==> config.mk <==
export PLATFORM = sky130hd
export DESIGN_NAME = sup_reset_gen
export DESIGN_NICKNAME = d
export VERILOG_FILES = /design/src/rtl/sup_pkg.sv /design/src/rtl/sup_sync.sv /design/src/rtl/sup_stretch.sv /design/src/rtl/sup_wdog.sv /design/src/rtl/sup_reset_gen.sv
export SDC_FILE = /design/constraint.sdc
export NUM_CORES = 1
export LEC_CHECK = 0
export BUFFER_PORTS_ARGS = -buffer_cell sky130_fd_sc_hd__buf_2
export CAP_MARGIN = 40
export CORE_MARGIN = 2
export CORE_UTILIZATION = 30
export DETAILED_ROUTE_END_ITERATION = 6
export HOLD_SLACK_MARGIN = 0.06
export PLACE_DENSITY = 0.56
export SYNTH_ARGS = -nofsm -noshare
export SYNTH_HDL_FRONTEND = slang
export SYNTH_SLANG_ARGS = --single-unit
==> constraint.sdc <==
create_clock -name clk -period 2.9 [get_ports clk]
set_input_delay 0.145 -clock clk [delete_from_list [all_inputs] [get_ports clk]]
set_output_delay 0.145 -clock clk [all_outputs]
set_load 0.01 [all_outputs]
==> src/rtl/sup_pkg.sv <==
package sup_pkg;

    // Watchdog select encoding (two persistent status bits)
    typedef enum logic [1:0] {
        WD_SHORT = 2'b00,
        WD_MID   = 2'b01,
        WD_LONG  = 2'b10,
        WD_OFF   = 2'b11
    } wd_sel_e;

    function automatic int max3(input int a, input int b, input int c);
        int m;
        m = (a > b) ? a : b;
        return (m > c) ? m : c;
    endfunction

endpackage

==> src/rtl/sup_sync.sv <==
module sup_sync #(
    parameter int               WIDTH   = 1,
    parameter int               STAGES  = 2,
    parameter logic [WIDTH-1:0] RST_VAL = '0
) (
    input  logic             clk,
    input  logic             rst_n,
    input  logic [WIDTH-1:0] d,
    output logic [WIDTH-1:0] q
);

    logic [STAGES-1:0][WIDTH-1:0] pipe_d, pipe_q;

    always_comb begin
        pipe_d[0] = d;
        for (int i = 1; i < STAGES; i++) begin
            pipe_d[i] = pipe_q[i-1];
        end
    end

    always_ff @(posedge clk or negedge rst_n) begin
        if (!rst_n) begin
            for (int i = 0; i < STAGES; i++) begin
                pipe_q[i] <= RST_VAL;
            end
        end else begin
            pipe_q <= pipe_d;
        end
    end

    assign q = pipe_q[STAGES-1];

endmodule

==> src/rtl/sup_stretch.sv <==
module sup_stretch #(
    parameter int HOLD_CYCLES = 40
) (
    input  logic clk,
    input  logic rst_n,
    input  logic supply_ok,
    input  logic wd_expire,
    output logic active
);

    localparam int HOLD_W = $clog2(HOLD_CYCLES + 1);
    localparam logic [HOLD_W-1:0] HOLD_MAX = HOLD_W'(HOLD_CYCLES);

    typedef struct packed {
        logic [HOLD_W-1:0] cnt;
        logic              act;
    } st_t;

    st_t  st_d, st_q;
    logic trig;

    always_comb begin
        trig = !supply_ok || wd_expire;
        st_d = st_q;
        if (trig) begin
            st_d.cnt = '0;
        end else if (st_q.cnt != HOLD_MAX) begin
            st_d.cnt = st_q.cnt + HOLD_W'(1);
        end
        st_d.act = trig || (st_d.cnt != HOLD_MAX);
    end

    always_ff @(posedge clk or negedge rst_n) begin
        if (!rst_n) begin
            st_q.cnt <= '0;
            st_q.act <= 1'b1;
        end else begin
            st_q <= st_d;
        end
    end

    assign active = st_q.act;

    // Any cause seen at an edge leaves reset active afterwards
    assert_cause_holds_R2: assert property (@(posedge clk) disable iff (!rst_n)
        trig |=> st_q.act);

    // Release only follows a cycle with no cause present
    assert_clean_release_R1: assert property (@(posedge clk) disable iff (!rst_n)
        $fell(st_q.act) |-> $past(supply_ok && !wd_expire));

endmodule

==> src/rtl/sup_wdog.sv <==
module sup_wdog
    import sup_pkg::*;
#(
    parameter int WD_CYC0 = 60,
    parameter int WD_CYC1 = 120,
    parameter int WD_CYC2 = 250
) (
    input  logic    clk,
    input  logic    rst_n,
    input  logic    cs_lvl,
    input  wd_sel_e sel,
    input  logic    hold_act,
    output logic    expire
);

    localparam int WD_W = $clog2(max3(WD_CYC0, WD_CYC1, WD_CYC2) + 1);

    typedef struct packed {
        logic [WD_W-1:0] cnt;
        logic            cs_prev;
    } st_t;

    st_t             st_d, st_q;
    logic [WD_W-1:0] limit;
    logic            enabled;
    logic            kick;

    always_comb begin
        enabled = 1'b1;
        unique case (sel)
            WD_SHORT: limit = WD_W'(WD_CYC0);
            WD_MID:   limit = WD_W'(WD_CYC1);
            WD_LONG:  limit = WD_W'(WD_CYC2);
            default: begin
                limit   = WD_W'(WD_CYC2);
                enabled = 1'b0;
            end
        endcase
        kick   = st_q.cs_prev && !cs_lvl;
        expire = enabled && !hold_act && !kick && (st_q.cnt >= limit - WD_W'(1));

        st_d         = st_q;
        st_d.cs_prev = cs_lvl;
        if (!enabled || hold_act || kick) begin
            st_d.cnt = '0;
        end else if (!expire) begin
            st_d.cnt = st_q.cnt + WD_W'(1);
        end
    end

    always_ff @(posedge clk or negedge rst_n) begin
        if (!rst_n) begin
            st_q.cnt     <= '0;
            st_q.cs_prev <= 1'b1;
        end else begin
            st_q <= st_d;
        end
    end

    assert_kick_clears_R4: assert property (@(posedge clk) disable iff (!rst_n)
        kick |=> (st_q.cnt == '0));

    assert_off_is_silent_R6: assert property (@(posedge clk) disable iff (!rst_n)
        (sel == WD_OFF) |-> !expire);

    assert_idle_during_reset_R7: assert property (@(posedge clk) disable iff (!rst_n)
        hold_act |=> (st_q.cnt == '0));

endmodule

==> src/rtl/sup_reset_gen.sv <==
module sup_reset_gen
    import sup_pkg::*;
#(
    parameter int HOLD_CYCLES = 20000000,
    parameter int WD_CYC0     = 15000000,
    parameter int WD_CYC1     = 60000000,
    parameter int WD_CYC2     = 140000000,
    parameter int SYNC_STAGES = 2,
    parameter bit ACTIVE_LOW  = 1'b1
) (
    input  logic       clk,
    input  logic       por_n,
    input  logic       supply_good,
    input  logic       cs_wdi,
    input  logic [1:0] wd_sel,
    output logic       sys_rst
);

    localparam logic ACT_LEVEL = ACTIVE_LOW ? 1'b0 : 1'b1;

    logic [1:0] sync_q;
    logic       supply_s;
    logic       cs_s;
    logic       wd_expire;
    logic       hold_act;

    sup_sync #(
        .WIDTH  (2),
        .STAGES (SYNC_STAGES),
        .RST_VAL(2'b10)
    ) u_sync (
        .clk  (clk),
        .rst_n(por_n),
        .d    ({cs_wdi, supply_good}),
        .q    (sync_q)
    );

    assign supply_s = sync_q[0];
    assign cs_s     = sync_q[1];

    sup_wdog #(
        .WD_CYC0(WD_CYC0),
        .WD_CYC1(WD_CYC1),
        .WD_CYC2(WD_CYC2)
    ) u_wdog (
        .clk     (clk),
        .rst_n   (por_n),
        .cs_lvl  (cs_s),
        .sel     (wd_sel_e'(wd_sel)),
        .hold_act(hold_act),
        .expire  (wd_expire)
    );

    sup_stretch #(
        .HOLD_CYCLES(HOLD_CYCLES)
    ) u_stretch (
        .clk      (clk),
        .rst_n    (por_n),
        .supply_ok(supply_s),
        .wd_expire(wd_expire),
        .active   (hold_act)
    );

    generate
        if (ACTIVE_LOW) begin : g_low
            assign sys_rst = ~hold_act;
        end else begin : g_high
            assign sys_rst = hold_act;
        end
    endgenerate

    assert_supply_loss_R2: assert property (@(posedge clk) disable iff (!por_n)
        !supply_s |=> (sys_rst == ACT_LEVEL));

    assert_expiry_resets_R3: assert property (@(posedge clk) disable iff (!por_n)
        wd_expire |=> (sys_rst == ACT_LEVEL));

endmodule

Word-level counts from Yosys, hierarchy flattened --
Cells that the tools add are included.
Storage, ports and cells: register bits 59
Operators by class: add/sub/neg operators 3, magnitude comparators 1, equal/unequal tests 5, mux-type cells 6, bitwise gates (word level) 1, reductions and logical operators 15
Operators by type and width (count):
- $mux 28 | 2
- $pmux 28 s2 | 1
- $mux 25 | 2
- $ne 25x25->1 const B | 2
- $add 28x1->28 const B | 1
- $ge 28x28->1 | 1
- $sub 28x1->28 const B | 1
- $add 25x1->25 const B | 1
- $logic_not 1->1 | 5
- $logic_and 1x1->1 | 4
- $logic_or 1x1->1 | 4
- $reduce_or 3->1 | 1
- $eq 2x1->1 const B | 1
- $eq 2x2->1 const B | 1
- $logic_not 2->1 | 1
- $ne 2x2->1 const B | 1
- $mux 1 | 1
- $not 1->1 | 1

Logic depth before layout (Yosys ltp) --
depth in word-level cells 10, gate-level depth with buffers 11

By module --
From an unflattened synthesis, not the netlist that was laid out.
Second synthesis, totals: cell total of the unflattened synthesis 427, area total of the unflattened synthesis 3882.5 um2
Modules (own cells, without submodules):
- sup_wdog | times used 1, cells each 247, area each 2154.6 um2
- sup_stretch | times used 1, cells each 175, area each 1621.6 um2
- sup_sync | times used 1, cells each 4, area each 102.6 um2
- sup_reset_gen | times used 1, cells each 1, area each 3.8 um2

Worst setup path after synthesis --
No wires, ideal clock.
kind reg2reg, start point register u_wdog.st_q[26] (netlist bit), end point register u_wdog.st_q[7] (netlist bit), setup time 0.079 ns, arrival 2.311 ns, path slack 0.510 ns, cell stages (with the launch flop) 9, path buffers 1, period minus slack after synthesis 2.390 ns, cell sequence dfrtp_1 ha_1 a211o_1 a221oi_1 nand2_1 a21o_1 clkbuf_1 or3_1 a21oi_1
On the way: cells in the longest elaborated chain, start to end 3
Ends and longest elaborated chain:
- start, declared | line sup_wdog.sv:23 | st_t st_d, st_q;
- start signal, assigned | line sup_wdog.sv:56 | st_q <= st_d;
- $ge 28x28->1 | line sup_wdog.sv:40 | expire = enabled && !hold_act && !kick && (st_q.cnt >= limit - WD_W'(1));
- $logic_and 1x1->1 | line sup_wdog.sv:40
- $ne 2x2->1 (no source line)
No other way between the ends. A chain may end at the register's enable or synchronous reset.

Final worst setup path --
start point register u_wdog.st_q[26] (netlist bit), end point register u_wdog.st_q[13] (netlist bit)
Same word-level chain as after synthesis.

==> metrics.yaml <==
crit_required_ns: 3.09
antenna_found_initial: 0
cp_common_cell: "buf_4"
hold_path.class: "input port to async pin"
peakVddDrop_mv: 0.234
yosys_warnings: 0
synth_compound_area_frac: 0.145
cp_max_fo: 8
worstSetupStartpointType: "flip-flop"
drc: 0
status: "complete, no violations"
start_util: 0.304
ios: 7
async_flop_share: 1.00
timing.fmax_mhz: 382
clk_latency_ns: 0.34
ant_nets: 0
wl_mm: 8.85
yosys.area_share.simple: 0.283
port_buffers: 6
hold_ws_ns: 0.310
fin_worst_skew_ns: 0.00883
synth_xor_area_frac: 0.0712
wl_per_cell_um: 14.2
hold_viol_final: 0
min_period_ns: 2.62
grt_pass1_wl_mm: 15.0
worstPathCellList: "ha_1 > a211o_1 > a221oi_1 > nand2_1 > buf_4 > a2111oi_0 > buf_4 > xnor2_1 > nor2_1"
netlist_top_cells_count: "55 x dfrtp_1, 50 x nor2_1, 36 x a21oi_1, 36 x nand2_1, 28 x nand3_1"
clkSinkCount: 59
vias_per_cell: 5.18
nFillCells: 1336
grt_usage: 0.141
power.density_nw_per_um2: 453
cts_tree: "done"
ys_types: 63
post_cts_resize_count: 0
maxCapViolations: 0
synth_flop_cell: "dfrtp_1"
max_stage_delay_ns: 0.48
synthMuxAreaShare: 0.0105
die_h_um: 117
place_congestion: 0.835
synth_fa_ha_area_frac: 0.0624
vias: 3235
timing.critical_path.buf_inv: 2
power.leakage_nw: 1.75
cts_max_level: 3
max-slew-margin-rel: 0.446
ys_seq_area_frac: 0.389
setup_viol: 0
nets: 473
synth_edf_count: 0
synth_top_area_cell: "dfrtp_1"
arrival_ns: 2.80
cts_root_buf: "clkbuf_16"
worst_setup_path_end_kind: "flip-flop"
grt_setup_unrepaired: "false"
syn_inst: 435
synth_top_family_by_area: "simple AND/OR/NAND/NOR gates"
antenna_cells: 0
yosysMostFrequentCell: "dfrtp_1"
critical_path.top_delay_family: "compound AO/OA/AOI/OAI gates"
setup_tns_ns: 0
dp_hpwl_mm: 6.45
clk_path_buf_depth: 2
synth.ff_latch_count: 59
avgSynthCellArea_sq_um: 8.76
grt_pass1_vias: 3099
synth_top_area_frac: 0.361
grt_overflow_total: 0
drtPass1Iterations: 4
r2r_slack_ns: 0.28
row_count: 41
post_cts_buffers: 0
synth_nets: 460
syn_to_final_growth_pct: 16.2
drive_above_1_share: 0.121
clkTransAtPathRegs_ns: 0.06
crit_slowest_cell: "a2111oi_0"
grt_start_max_net_pins: 26
path_class: "flip-flop to flip-flop"
totalPowerFinal_mw: 2.01
drv_slew: 0
cts_made_buffers: 9
dr.first_iter.drc_count: 177
fp.coreArea_sq_um: 12500
syn-cell-area_sq_um: 3810
die_w_um: 117
die-area_sq_um: 13600
tightest_slew_ns: 0.830
synth_area_leaders: "dfrtp_1 36%, ha_1 6.2%, nor2_1 4.9%"
fin_crit_sh: 0.902
## power by group
group          total [mW]  internal [mW]  leakage, nW  switching (mW)
logic              0.0820         0.0303        0.802          0.0517
registers           0.839          0.832        0.804         0.00705
clock network        1.09          0.670        0.146           0.417
## cell usage in the layout, fill, tap and decap left out, drive strengths merged, types with 2 or more instances in the layout
cell         Yosys  final
nor3            10     10
a211o            2      2
and3            11     11
o21ai           16     16
buf              9     22
or2              2      2
or4              5      5
o31ai            7      7
clkinv           0      4
and4             4      4
inv             12     13
or3             14     14
o211ai           3      3
nor2            50     50
nand4b           3      3
nand3b           3      3
nand4           18     18
mux2i            4      4
and2             4      4
a211oi           3      3
nand2b           2      2
nand2           36     36
nand3           28     28
clkbuf          14      9
a21o             2      2
dlygate4sd3      0      3
xor2            11     11
dfstp            4      4
ha              19     19
a2111oi          3      3
nor3b            3      3
nor4b            3      3
dfrtp           55     55
a21oi           36     36
xnor2           20     20
## registers in the layout, summed over array words and instances, names as in the netlist
name              flops
u_wdog.st_q          29
u_stretch.st_q       25
u_sync.pipe_d         2
u_sync.q              2
u_stretch.active      1
## logic make-up (layout without fill, tap and decap cells)
kind of cell | after synthesis | in the layout
AO/OA/AOI/OAI | 86 | 86
XOR/XNOR | 31 | 31
adder cells (fa/ha/maj) | 19 | 19
buffers and inverters | 35 | 53
flip-flops | 59 | 59
multiplexers | 4 | 4
AND/OR/NAND/NOR | 201 | 201
## path summary, 6_finish.rpt
path                                        startpoint                     endpoint  cells past startpoint
setup reg to reg           u_wdog.st_q[26]$_DFFE_PN0P_  u_wdog.st_q[13]$_DFFE_PN0P_                      9
max in group asynchronous                        por_n        u_sync.q[0]$_DFF_PN0_                      3
hold reg to reg             u_sync.pipe_d[2]$_DFF_PN0_        u_sync.q[0]$_DFF_PN0_                      0
min in group clk            u_sync.pipe_d[2]$_DFF_PN0_        u_sync.q[0]$_DFF_PN0_                      0
setup / recovery           u_wdog.st_q[26]$_DFFE_PN0P_  u_wdog.st_q[13]$_DFFE_PN0P_                      9
hold / removal                                   por_n  u_stretch.st_q[2]$_DFF_PN0_                      2
## metal layers
layer  vias to the layer above  global-route usage  part of all wire
met4                         0              0.0706             0.027
met2                        51               0.224              0.46
met5                         -                   0                 0
met1                      1553               0.181              0.48
met3                        22              0.0306             0.032
li1                       1609                   -                 -
## repair_timing
action / in CTS / in global routing
endpoints found under the setup margin: 0 / 0
hold buffers: 3 / 0
endpoints found under the hold margin: 20 / 0
## area by class of cell
cell class	count	area (sq um)	share of cell area
clock buffer	9	225	0.0509
clock inverter	7	77.6	0.0175
inverter	12	45.0	0.0102
multi-input combinational	341	2180	0.493
sequential	59	1480	0.335
tap	172	215	0.0486
timing repair buffer	25	200	0.0452
## metrics by stage
| step | util | std cells | cell area (sq um) | worst slack (ns) |
|---|---|---|---|---|
| after floorplan | - | 435 | 3810 | 0.510 |
| after global placement | 0.325 | 605 | 4070 | 0.0408 |
| after CTS | 0.354 | 625 | 4430 | 0.224 |
| final | 0.354 | 625 | 4430 | 0.283 |
| after global routing | 0.354 | 625 | 4430 | 0.0946 |
| after detailed placement | 0.327 | 606 | 4100 | 0.0926 |
Note: power is estimated with default switching activity, not from simulation.
